--- src/rtl/ecc_logreg_pkg.sv ---
package ecc_logreg_pkg;

  localparam int REG_AW = 10;

  localparam logic [31:0] RSVD_WORD = 32'hDEAD_DEAD;

  localparam logic [7:0] IDX_STAT  = 8'h00;
  localparam logic [7:0] IDX_IEN   = 8'h01;
  localparam logic [7:0] IDX_ONOFF = 8'h02;
  localparam logic [7:0] IDX_CNT   = 8'h03;
  localparam logic [7:0] IDX_CDATA = 8'h40;
  localparam logic [7:0] IDX_CECC  = 8'h60;
  localparam logic [7:0] IDX_CADDR = 8'h70;
  localparam logic [7:0] IDX_UDATA = 8'h80;
  localparam logic [7:0] IDX_UECC  = 8'hA0;

  localparam int ST_UNC = 0;
  localparam int ST_COR = 1;

  function automatic logic [31:0] strb_mask(input logic [3:0] strb);
    logic [31:0] m;
    for (int i = 0; i < 4; i++) m[8*i +: 8] = {8{strb[i]}};
    return m;
  endfunction

endpackage

--- src/rtl/ecc_logreg_axil.sv ---
module ecc_logreg_axil
  import ecc_logreg_pkg::*;
(
  input  logic              clk,
  input  logic              rst_n,
  input  logic [REG_AW-1:0] awaddr,
  input  logic              awvalid,
  output logic              awready,
  input  logic [31:0]       wdata,
  input  logic [3:0]        wstrb,
  input  logic              wvalid,
  output logic              wready,
  output logic              bvalid,
  input  logic              bready,
  input  logic [REG_AW-1:0] araddr,
  input  logic              arvalid,
  output logic              arready,
  output logic [31:0]       rdata,
  output logic              rvalid,
  input  logic              rready,
  output logic              wr_en,
  output logic [7:0]        wr_idx,
  output logic [31:0]       wr_data,
  output logic [3:0]        wr_strb,
  output logic [7:0]        rd_idx,
  input  logic [31:0]       rd_value
);

  logic        aw_held_q, aw_held_d;
  logic [7:0]  aw_idx_q;
  logic        w_held_q, w_held_d;
  logic [31:0] wdata_q;
  logic [3:0]  wstrb_q;
  logic        bvalid_q, bvalid_d;
  logic        rvalid_q, rvalid_d;
  logic [31:0] rdata_q;
  logic        aw_take, w_take, rd_take;
  logic        unused_lsb;

  assign unused_lsb = ^{awaddr[1:0], araddr[1:0]};

  assign awready = ~aw_held_q;
  assign wready  = ~w_held_q;
  assign arready = ~rvalid_q;
  assign aw_take = awvalid & awready;
  assign w_take  = wvalid & wready;
  assign rd_take = arvalid & arready;

  assign wr_en   = aw_held_q & w_held_q & ~bvalid_q;
  assign wr_idx  = aw_idx_q;
  assign wr_data = wdata_q;
  assign wr_strb = wstrb_q;
  assign rd_idx  = araddr[9:2];

  assign bvalid  = bvalid_q;
  assign rvalid  = rvalid_q;
  assign rdata   = rdata_q;

  always_comb begin
    aw_held_d = (aw_held_q & ~wr_en) | aw_take;
    w_held_d  = (w_held_q & ~wr_en) | w_take;
    bvalid_d  = wr_en | (bvalid_q & ~bready);
    rvalid_d  = rd_take | (rvalid_q & ~rready);
  end

  always_ff @(posedge clk or negedge rst_n) begin
    if (!rst_n) begin
      aw_held_q <= 1'b0;
      w_held_q  <= 1'b0;
      bvalid_q  <= 1'b0;
      rvalid_q  <= 1'b0;
    end else begin
      aw_held_q <= aw_held_d;
      w_held_q  <= w_held_d;
      bvalid_q  <= bvalid_d;
      rvalid_q  <= rvalid_d;
    end
  end

  always_ff @(posedge clk or negedge rst_n) begin
    if (!rst_n) begin
      aw_idx_q <= '0;
      wdata_q  <= '0;
      wstrb_q  <= '0;
      rdata_q  <= '0;
    end else begin
      if (aw_take) aw_idx_q <= awaddr[9:2];
      if (w_take) begin
        wdata_q <= wdata;
        wstrb_q <= wstrb;
      end
      if (rd_take) rdata_q <= rd_value;
    end
  end

  // write response is held until accepted
  p_bvalid_hold_r2: assert property (@(posedge clk) disable iff (!rst_n)
    (bvalid_q && !bready) |=> bvalid_q);

  // read data stays valid and unchanged while stalled
  p_rvalid_hold_r2: assert property (@(posedge clk) disable iff (!rst_n)
    (rvalid_q && !rready) |=> (rvalid_q && $stable(rdata_q)));

  // a response only appears after both beats were held
  p_resp_needs_both_r2: assert property (@(posedge clk) disable iff (!rst_n)
    $rose(bvalid_q) |-> ($past(aw_held_q) && $past(w_held_q)));

endmodule

--- src/rtl/ecc_logreg_ctrl.sv ---
module ecc_logreg_ctrl
  import ecc_logreg_pkg::*;
#(
  parameter int CNT_W     = 8,
  parameter bit ONOFF_RST = 1'b0
) (
  input  logic             clk,
  input  logic             rst_n,
  input  logic             wr_en,
  input  logic [7:0]       wr_idx,
  input  logic [31:0]      wr_data,
  input  logic [3:0]       wr_strb,
  input  logic             cor_pulse,
  input  logic             unc_pulse,
  output logic [1:0]       status,
  output logic [1:0]       irq_en,
  output logic             onoff,
  output logic [CNT_W-1:0] cnt,
  output logic             irq
);

  localparam logic [CNT_W-1:0] CNT_MAX = '1;
  localparam logic [CNT_W-1:0] CNT_ONE = CNT_W'(1);

  logic [1:0]       status_q, status_d;
  logic [1:0]       ien_q, ien_d;
  logic             onoff_q, onoff_d;
  logic [CNT_W-1:0] cnt_q, cnt_d;
  logic [31:0]      bmask;
  logic             wr_stat, wr_ien, wr_onoff, wr_cnt;
  logic             status_ce, ien_ce, onoff_ce, cnt_ce;
  logic             unused_bits;

  assign bmask    = strb_mask(wr_strb);
  assign wr_stat  = wr_en && (wr_idx == IDX_STAT);
  assign wr_ien   = wr_en && (wr_idx == IDX_IEN);
  assign wr_onoff = wr_en && (wr_idx == IDX_ONOFF);
  assign wr_cnt   = wr_en && (wr_idx == IDX_CNT);
  assign unused_bits = ^{wr_data, bmask};

  assign status_ce = wr_stat | cor_pulse | unc_pulse;
  assign ien_ce    = wr_ien;
  assign onoff_ce  = wr_onoff & bmask[0];
  assign cnt_ce    = wr_cnt | (cor_pulse & (cnt_q != CNT_MAX));

  always_comb begin
    status_d = status_q;
    if (wr_stat) status_d = status_q & ~(wr_data[1:0] & bmask[1:0]);
    status_d = status_d | {cor_pulse, unc_pulse};

    ien_d   = (wr_data[1:0] & bmask[1:0]) | (ien_q & ~bmask[1:0]);
    onoff_d = wr_data[0];

    if (wr_cnt)
      cnt_d = (wr_data[CNT_W-1:0] & bmask[CNT_W-1:0]) | (cnt_q & ~bmask[CNT_W-1:0]);
    else
      cnt_d = cnt_q + CNT_ONE;
  end

  always_ff @(posedge clk or negedge rst_n) begin
    if (!rst_n) begin
      status_q <= '0;
      ien_q    <= '0;
      onoff_q  <= ONOFF_RST;
      cnt_q    <= '0;
    end else begin
      if (status_ce) status_q <= status_d;
      if (ien_ce)    ien_q    <= ien_d;
      if (onoff_ce)  onoff_q  <= onoff_d;
      if (cnt_ce)    cnt_q    <= cnt_d;
    end
  end

  assign status = status_q;
  assign irq_en = ien_q;
  assign onoff  = onoff_q;
  assign cnt    = cnt_q;
  assign irq    = |(status_q & ien_q);

  // count holds at its maximum
  p_cnt_saturate_r6: assert property (@(posedge clk) disable iff (!rst_n)
    (cnt_q == CNT_MAX && !wr_cnt) |=> (cnt_q == CNT_MAX));

  // one step per correctable error below the maximum
  p_cnt_step_r6: assert property (@(posedge clk) disable iff (!rst_n)
    (cor_pulse && cnt_q != CNT_MAX && !wr_cnt) |=> (cnt_q == $past(cnt_q) + CNT_ONE));

  // correctable status stays set until software writes to status
  p_status_sticky_r4: assert property (@(posedge clk) disable iff (!rst_n)
    (status_q[ST_COR] && !wr_stat) |=> status_q[ST_COR]);

  // an enabled error raises the interrupt on the next cycle
  p_irq_on_error_r5: assert property (@(posedge clk) disable iff (!rst_n)
    (unc_pulse && ien_q[ST_UNC] && !wr_ien) |=> irq);

endmodule

--- src/rtl/ecc_logreg_capture.sv ---
module ecc_logreg_capture #(
  parameter int W = 72
) (
  input  logic         clk,
  input  logic         rst_n,
  input  logic         frozen,
  input  logic         pulse,
  input  logic [W-1:0] din,
  output logic [W-1:0] q
);

  logic [W-1:0] q_q, q_d;
  logic         take;

  assign take = pulse & ~frozen;

  always_comb begin
    q_d = din;
  end

  always_ff @(posedge clk or negedge rst_n) begin
    if (!rst_n) q_q <= '0;
    else if (take) q_q <= q_d;
  end

  assign q = q_q;

  // a bank stays frozen while its status bit is set
  p_frozen_hold_r7: assert property (@(posedge clk) disable iff (!rst_n)
    frozen |=> $stable(q_q));

  // the first error of the class lands in the bank
  p_first_capture_r8: assert property (@(posedge clk) disable iff (!rst_n)
    (pulse && !frozen) |=> (q_q == $past(din)));

endmodule

--- src/rtl/ecc_logreg.sv ---
module ecc_logreg
  import ecc_logreg_pkg::*;
#(
  parameter int DATA_W    = 64,
  parameter int ECC_W     = 8,
  parameter int ADDR_W    = 32,
  parameter int CNT_W     = 8,
  parameter bit ONOFF_RST = 1'b0
) (
  input  logic              clk,
  input  logic              rst_n,
  input  logic [REG_AW-1:0] s_awaddr,
  input  logic              s_awvalid,
  output logic              s_awready,
  input  logic [31:0]       s_wdata,
  input  logic [3:0]        s_wstrb,
  input  logic              s_wvalid,
  output logic              s_wready,
  output logic [1:0]        s_bresp,
  output logic              s_bvalid,
  input  logic              s_bready,
  input  logic [REG_AW-1:0] s_araddr,
  input  logic              s_arvalid,
  output logic              s_arready,
  output logic [31:0]       s_rdata,
  output logic [1:0]        s_rresp,
  output logic              s_rvalid,
  input  logic              s_rready,
  input  logic              cor_err,
  input  logic              unc_err,
  input  logic [DATA_W-1:0] err_data,
  input  logic [ECC_W-1:0]  err_ecc,
  input  logic [ADDR_W-1:0] err_addr,
  output logic              ecc_on,
  output logic              irq
);

  localparam int DW_WORDS = DATA_W / 32;
  localparam bit ADDR_HI  = (ADDR_W > 32);
  localparam int COR_W    = DATA_W + ECC_W + ADDR_W;
  localparam int UNC_W    = DATA_W + ECC_W;

  logic              wr_en;
  logic [7:0]        wr_idx;
  logic [31:0]       wr_data;
  logic [3:0]        wr_strb;
  logic [7:0]        rd_idx;
  logic [31:0]       rd_value;
  logic [1:0]        status, irq_en;
  logic              onoff;
  logic [CNT_W-1:0]  cnt;
  logic [COR_W-1:0]  cor_q;
  logic [UNC_W-1:0]  unc_q;
  logic [DATA_W-1:0] cor_data, unc_data;
  logic [ECC_W-1:0]  cor_ecc, unc_ecc;
  logic [ADDR_W-1:0] cor_addr;
  logic [31:0]       addr_lo, addr_hi;

  ecc_logreg_axil u_axil (
    .clk      (clk),
    .rst_n    (rst_n),
    .awaddr   (s_awaddr),
    .awvalid  (s_awvalid),
    .awready  (s_awready),
    .wdata    (s_wdata),
    .wstrb    (s_wstrb),
    .wvalid   (s_wvalid),
    .wready   (s_wready),
    .bvalid   (s_bvalid),
    .bready   (s_bready),
    .araddr   (s_araddr),
    .arvalid  (s_arvalid),
    .arready  (s_arready),
    .rdata    (s_rdata),
    .rvalid   (s_rvalid),
    .rready   (s_rready),
    .wr_en    (wr_en),
    .wr_idx   (wr_idx),
    .wr_data  (wr_data),
    .wr_strb  (wr_strb),
    .rd_idx   (rd_idx),
    .rd_value (rd_value)
  );

  assign s_bresp = 2'b00;
  assign s_rresp = 2'b00;

  ecc_logreg_ctrl #(
    .CNT_W     (CNT_W),
    .ONOFF_RST (ONOFF_RST)
  ) u_ctrl (
    .clk       (clk),
    .rst_n     (rst_n),
    .wr_en     (wr_en),
    .wr_idx    (wr_idx),
    .wr_data   (wr_data),
    .wr_strb   (wr_strb),
    .cor_pulse (cor_err),
    .unc_pulse (unc_err),
    .status    (status),
    .irq_en    (irq_en),
    .onoff     (onoff),
    .cnt       (cnt),
    .irq       (irq)
  );

  assign ecc_on = onoff;

  ecc_logreg_capture #(.W(COR_W)) u_cor_bank (
    .clk    (clk),
    .rst_n  (rst_n),
    .frozen (status[ST_COR]),
    .pulse  (cor_err),
    .din    ({err_addr, err_ecc, err_data}),
    .q      (cor_q)
  );

  ecc_logreg_capture #(.W(UNC_W)) u_unc_bank (
    .clk    (clk),
    .rst_n  (rst_n),
    .frozen (status[ST_UNC]),
    .pulse  (unc_err),
    .din    ({err_ecc, err_data}),
    .q      (unc_q)
  );

  assign {cor_addr, cor_ecc, cor_data} = cor_q;
  assign {unc_ecc, unc_data}           = unc_q;

  generate
    if (ADDR_HI) begin : g_addr_wide
      assign addr_lo = cor_addr[31:0];
      assign addr_hi = 32'(cor_addr[ADDR_W-1:32]);
    end else begin : g_addr_narrow
      assign addr_lo = 32'(cor_addr);
      assign addr_hi = '0;
    end
  endgenerate

  always_comb begin
    rd_value = RSVD_WORD;
    unique case (rd_idx)
      IDX_STAT:  rd_value = 32'(status);
      IDX_IEN:   rd_value = 32'(irq_en);
      IDX_ONOFF: rd_value = 32'(onoff);
      IDX_CNT:   rd_value = 32'(cnt);
      IDX_CECC:  rd_value = 32'(cor_ecc);
      IDX_UECC:  rd_value = 32'(unc_ecc);
      IDX_CADDR: rd_value = addr_lo;
      default:   rd_value = RSVD_WORD;
    endcase
    if (ADDR_HI && rd_idx == IDX_CADDR + 8'd1) rd_value = addr_hi;
    for (int k = 0; k < DW_WORDS; k++) begin
      if (rd_idx == IDX_CDATA + 8'(k)) rd_value = cor_data[32*k +: 32];
      if (rd_idx == IDX_UDATA + 8'(k)) rd_value = unc_data[32*k +: 32];
    end
  end

  // unmapped offsets above the control block read the marker
  p_rsvd_marker_r9: assert property (@(posedge clk) disable iff (!rst_n)
    (rd_idx > IDX_UECC) |-> (rd_value == RSVD_WORD));

endmodule

--- config.mk ---
export PLATFORM = sky130hd
export DESIGN_NAME = ecc_logreg
export DESIGN_NICKNAME = d
export VERILOG_FILES = /design/src/rtl/ecc_logreg_pkg.sv /design/src/rtl/ecc_logreg_axil.sv /design/src/rtl/ecc_logreg_ctrl.sv /design/src/rtl/ecc_logreg_capture.sv /design/src/rtl/ecc_logreg.sv
export SDC_FILE = /design/constraint.sdc
export NUM_CORES = 1
export LEC_CHECK = 0
export ABC_CLOCK_PERIOD_IN_PS = 2840
export BUFFER_PORTS_ARGS = -buffer_cell sky130_fd_sc_hd__buf_2
export CELL_PAD_IN_SITES_DETAIL_PLACEMENT = 0
export CELL_PAD_IN_SITES_GLOBAL_PLACEMENT = 1
export CORE_AREA = 3 3 142 212
export DETAILED_ROUTE_END_ITERATION = 12
export DIE_AREA = 0 0 145 215
export GPL_TIMING_DRIVEN = 1
export HOLD_SLACK_MARGIN = 0.08
export PLACE_DENSITY_LB_ADDON = 0.1
export SLEW_MARGIN = 10
export SYNTH_ARGS = -nofsm -noshare
export SYNTH_HDL_FRONTEND = slang
export SYNTH_HIERARCHICAL = 1
export SYNTH_SLANG_ARGS = --single-unit
--- constraint.sdc ---
create_clock -name clk -period 2.84 [get_ports clk]
set_clock_uncertainty 0.2 [all_clocks]
set_input_delay 0.142 -clock clk [delete_from_list [all_inputs] [get_ports clk]]
set_output_delay 0.142 -clock clk [all_outputs]
set_load 0.01 [all_outputs]
; Word level (Yosys, flattened, before mapping)
; Cells that the tools add are included.
[classes]
add_sub_neg = 1
n_eq_ne = 14
mux = 7
bitwise = 41
n_reduce_logical = 7
[op_table]
columns = cell, count
row1 = $pmux W32 S7, 1
row2 = $mux W32, 4
row3 = $eq A8 B2 Y1 const B, 4
row4 = $eq A8 B7 Y1 const B, 4
row5 = $eq A8 B8 Y1 const B, 3
row6 = $and A8 B8 Y8, 2
row7 = $eq A8 B1 Y1 const B, 2
row8 = $logic_not A8 Y1, 2
row9 = $and A1 B1 Y1, 13
row10 = $not A1 Y1, 9
row11 = $add A8 B1 Y8 const B, 1
row12 = $and A2 B2 Y2, 4
row13 = $mux W8, 1
row14 = $ne A8 B8 Y1 const B, 1
row15 = $not A8 Y8, 1
row16 = $or A8 B8 Y8, 1
row17 = $or A1 B1 Y1, 7
row18 = $logic_and A1 B1 Y1, 4
row19 = $not A2 Y2, 2
row20 = $or A2 B2 Y2, 2
row21 = $mux W2, 1
row22 = $reduce_or A2 Y1, 1
[totals]
register_bits = 242
input_bits = 169
out_inout_bits = 43
elab_cells = 84

; Depth between registers and ports, before layout
[logic_depth]
ltp_word = 6
mapped_depth = 9
depth_no_buf = 7

; Cells and area by module
; Netlist, hierarchy kept.
[modules_own_cells]
columns = mod, n_inst, cells_per_inst, area_per_inst_um2, seq_area_each_um2
row1 = ecc_logreg_capture at u_cor_bank, 1, 221, 4126.5, 2602.5
row2 = ecc_logreg_axil, 1, 186, 3226.8, 2001.9
row3 = ecc_logreg_capture at u_unc_bank, 1, 153, 3049.2, 1801.7
row4 = ecc_logreg, 1, 340, 2070.7, 0.0
row5 = ecc_logreg_ctrl, 1, 82, 799.5, 325.3

; Worst setup path after synthesis
; Ideal clock, no wire load.
[synth_timing]
path_type = register to register
startpoint = register u_axil.bvalid_q (netlist: u_axil/bvalid)
endpoint = register with a tool-made name
setup_ns = 0.125
arrival_time_ns = 1.760
t_required_ns = 2.515
setup_slack_ns = 0.755
path_stages_with_launch = 7
n_path_buf = 0
period_less_slack_ns = 2.085
cell_sequence = dfrtp_1 -> nand3b_1 -> inv_1 -> nor4b_4 -> nand3_2 -> or3b_4 -> mux2_4
[synth_lines]
columns = element, line
row1 = start: declaration, ecc_logreg_axil.sv:34  ; logic bvalid_q, bvalid_d;
row2 = start signal: assignment, ecc_logreg_axil.sv:75  ; bvalid_q <= bvalid_d;

; Worst setup path in the final report
[layout_timing]
startpoint = input s_araddr[7]
endpoint = register u_axil.rdata_q[0] (netlist: u_axil/rdata[0])
[layout_between]
elab_chain_cells = 6
elab_cells_between_ends = 16
cone_classes = eq/ne (10) / mux (5) / reduce/logical (1)
[layout_lines]
columns = element, line
row1 = start: declaration, ecc_logreg.sv:22  ; input logic [REG_AW-1:0] s_araddr,
row2 = $eq A8 B7 Y1 (tied with other cells), ecc_logreg.sv:142  ; unique case (rd_idx)
row3 = $pmux W32 S7, ecc_logreg.sv:142
row4 = $mux W32, ecc_logreg.sv:154  ; if (rd_idx == IDX_CDATA + 8'(k)) rd_value = cor_data[32*k +: 32];
row5 = $mux W32, ecc_logreg.sv:155  ; if (rd_idx == IDX_UDATA + 8'(k)) rd_value = unc_data[32*k +: 32];
row6 = $mux W32, ecc_logreg.sv:154
row7 = $mux W32 *, ecc_logreg.sv:155
row8 = named net rd_value[0], ecc_logreg.sv:48  ; logic [31:0] rd_value;
row9 = end signal: assignment, ecc_logreg_axil.sv:92  ; if (rd_take) rdata_q <= rd_value;
row10 = end: declaration, ecc_logreg_axil.sv:36  ; logic [31:0] rdata_q;
; Mark *: on every way through the listed nets, which the timed path passes. The rest lies on a longest branch.
; A chain may end at the register's enable or synchronous reset.

==> results.py <==
metrics = {
    "cts": {
        "post-cts-setup-buffer-count": 0,
        "cts_root_buf": "clkbuf_16",
        "cts_buffers": 27,
        "cts_tree": "built",
        "ctsResizeCount": 0,
        "cts_sinks": 242,
        "h-tree-depth": 1,
        "hold_buffers": 132,
        "clockBufferDepth": 3,
        "path_clk_slew_ns": 0.07,
        "clock_latency_ns": 0.55,
    },
    "global_route": {
        "grt_pass1_wl_mm": 54.0,
        "grt_max_degree": 86,
        "grt_util_all_layers": 0.219,
        "grt.overflow.total": 0,
        "grt_pass1_vias": 9201,
        "antenna_found_initial": 0,
    },
    "die": {
        "start_util": 0.431,
        "coreArea_mm2": 0.0282,
        "io_pins": 212,
        "row_count": 75,
        "dieArea_mm2": 0.0312,
        "die_x_um": 145,
        "die_h_um": 215,
    },
    "finish": {
        "layoutNonFillerInstCount": 1625,
        "n_antenna_cell": 0,
        "fillers": 2446,
        "drive_above_1_share": 0.399,
        "area_delta_synth_final_pct": 27.4,
        "fin_nets": 1392,
    },
    "placement": {
        "post-place-ws_ns": 0.424,
        "hpwl_mm": 22.4,
        "dp.cells": 1446,
        "port_buffers": 176,
        "gp_congestion": 0.829,
    },
    "drt": {
        "avgViaCountPerCell": 5.24,
        "avgRoutedWirePerCell_um": 21.2,
        "drtIter0Drc": 424,
        "drc": 0,
        "finalWirelength_mm": 34.5,
        "ant_nets": 0,
        "vias": 8520,
        "firstDrtPassIters": 4,
    },
    "sta": {
        "setup_viol": 0,
        "hold_violations": 0,
        "finalCritPeriodShare": 0.850,
        "tns_ns": 0,
        "worst_slew_pin_slew_ns": 0.952,
        "max_freq_mhz": 414,
        "rsz0062_at_grt": "false",
        "finalWorstSetupSlack_ns": 0.426,
        "maxSlewViolCount": 0,
        "period_needed_ns": 2.41,
        "slew_headroom": 0.365,
    },
    "worst_setup_path": {
        "crit_path_end_kind": "flop",
        "crit_family": "buffers and inverters",
        "required_ns": 3.08,
        "crit_type": "in -> reg",
        "cp_num_buf_inv": 3,
        "reg2reg_depth": 7,
        "critPathSlowestCell": "dlygate4sd3_1",
        "cp-start-kind": "primary input",
        "r2r_slack_ns": 0.43,
        "cp_max_fo": 20,
        "crit_path_max_incr_delay_ns": 0.55,
        "path_cells": "dlygate4sd3_1, buf_2, or2_1, nor4b_4, a31oi_2, buf_4, nor3_1, o22ai_1, mux2_2",
        "crit_arrival_ns": 2.65,
        "worstReg2RegStart": "u_axil/bvalid$_DFF_PN0_",
    },
    "yosys": {
        "yosysWarnings": 6,
        "syn_avg_cell_area_um2": 13.1,
        "netlist_instances": 926,
        "netlist_area_mm2": 0.0122,
    },
    "power": {
        "ir_drop_mv": 0.548,
        "leakage_nw": 6.88,
        "p_per_area_mw_per_mm2": 623,
    },
    "min_path": {
        "worstHoldStart": "s_bready",
        "hp-class": "in -> reg",
        "hold_depth": 3,
        "hold_end": "u_axil/bvalid$_DFF_PN0_",
    },
    "run_status": {
        "status": "complete, no violations",
    },
    "flow_run": {
        "cap_viol_max_count": 0,
    },
}
[routing by layer]
metal / part of all wire / GRT usage / vias to the layer above / wire, um
met2: 0.52 / 0.398 / 217 / 18000
met3: 0.042 / 0.0303 / 53 / 1450
met4: 0.029 / 0.0694 / 0 / 994
met1: 0.41 / 0.267 / 4310 / 14000
li1: - / - / 3940 / -
met5: 0 / 0 / - / 0
[worst max path at each step]
stage	from	to	slack, ns	cells past startpoint
after detailed placement	s_araddr[6]	u_axil/rdata[0]$_DFFE_PN0P_	0.42	8
after global routing	s_araddr[7]	u_axil/rdata[25]$_DFFE_PN0P_	0.28	9
after CTS	u_axil/bvalid$_DFF_PN0_	flop	0.41	7
after floorplan	u_axil/bvalid$_DFF_PN0_	flop	0.75	6
after global placement	s_araddr[6]	u_axil/rdata[0]$_DFFE_PN0P_	0.46	8
final	s_araddr[7]	u_axil/rdata[0]$_DFFE_PN0P_	0.43	9
[worst register-to-register path, stage by stage (launching register included)]
cell,delay (ns)
dfrtp_1,0.39
nand3b_1,0.24
inv_1,0.09
nor4b_4,0.38
nand4_2,0.38
a21oi_2,0.39
a22o_1,0.18
a21o_1,0.08
[through the flow]
step	utilization	cell area, um2	power [mW]	hold slack (ns)
after floorplan	-	12200	5.32	-0.354
after global placement	0.469	13200	5.81	0.0118
after detailed placement	0.469	13200	5.84	0.0105
after CTS	0.549	15500	9.76	0.0877
after global routing	0.549	15500	10.1	0.118
final	0.549	15500	9.66	0.109
[report_power, final]
part,switching (mW),internal (mW)
logic,0.613,0.951
clock network,1.48,2.26
registers,0.404,3.95
[layout make-up]
cell class                      instances  area [um2]  area share
Tap cell                              385         482      0.0311
Inverter                                9        33.8     0.00218
Clock buffer                           37         773      0.0499
Clock inverter                         10         159      0.0103
Timing Repair Buffer                  340        2540       0.164
Sequential cell                       242        6060       0.391
Multi-Input combinational cell        602        5460       0.352
[cell usage in the layout (no fill, tap or decap), types with 27 or more instances in the layout]
| master | instances |
|---|---|
| mux2_2 | 84 |
| a21oi_1 | 67 |
| dfrtp_1 | 242 |
| dlygate4sd3_1 | 132 |
| clkbuf_16 | 27 |
| nor2_1 | 57 |
| nand2_1 | 27 |
| mux2_4 | 139 |
| buf_2 | 175 |
| o22ai_1 | 31 |
[flip-flops by register name, summed over array words and instances, names as in the netlist, named ones only]
register,flops
u_axil/w_held_q,1
u_axil/wr_data,8
u_axil/wr_idx,8
u_axil/rvalid,1
u_ctrl/onoff,1
u_axil/aw_held_q,1
u_ctrl/status,2
u_axil/bvalid,1
u_axil/rdata,32
u_cor_bank/q,104
u_unc_bank/q,72
u_axil/wr_strb,1
No activity file was read; power rests on OpenSTA's default activity.
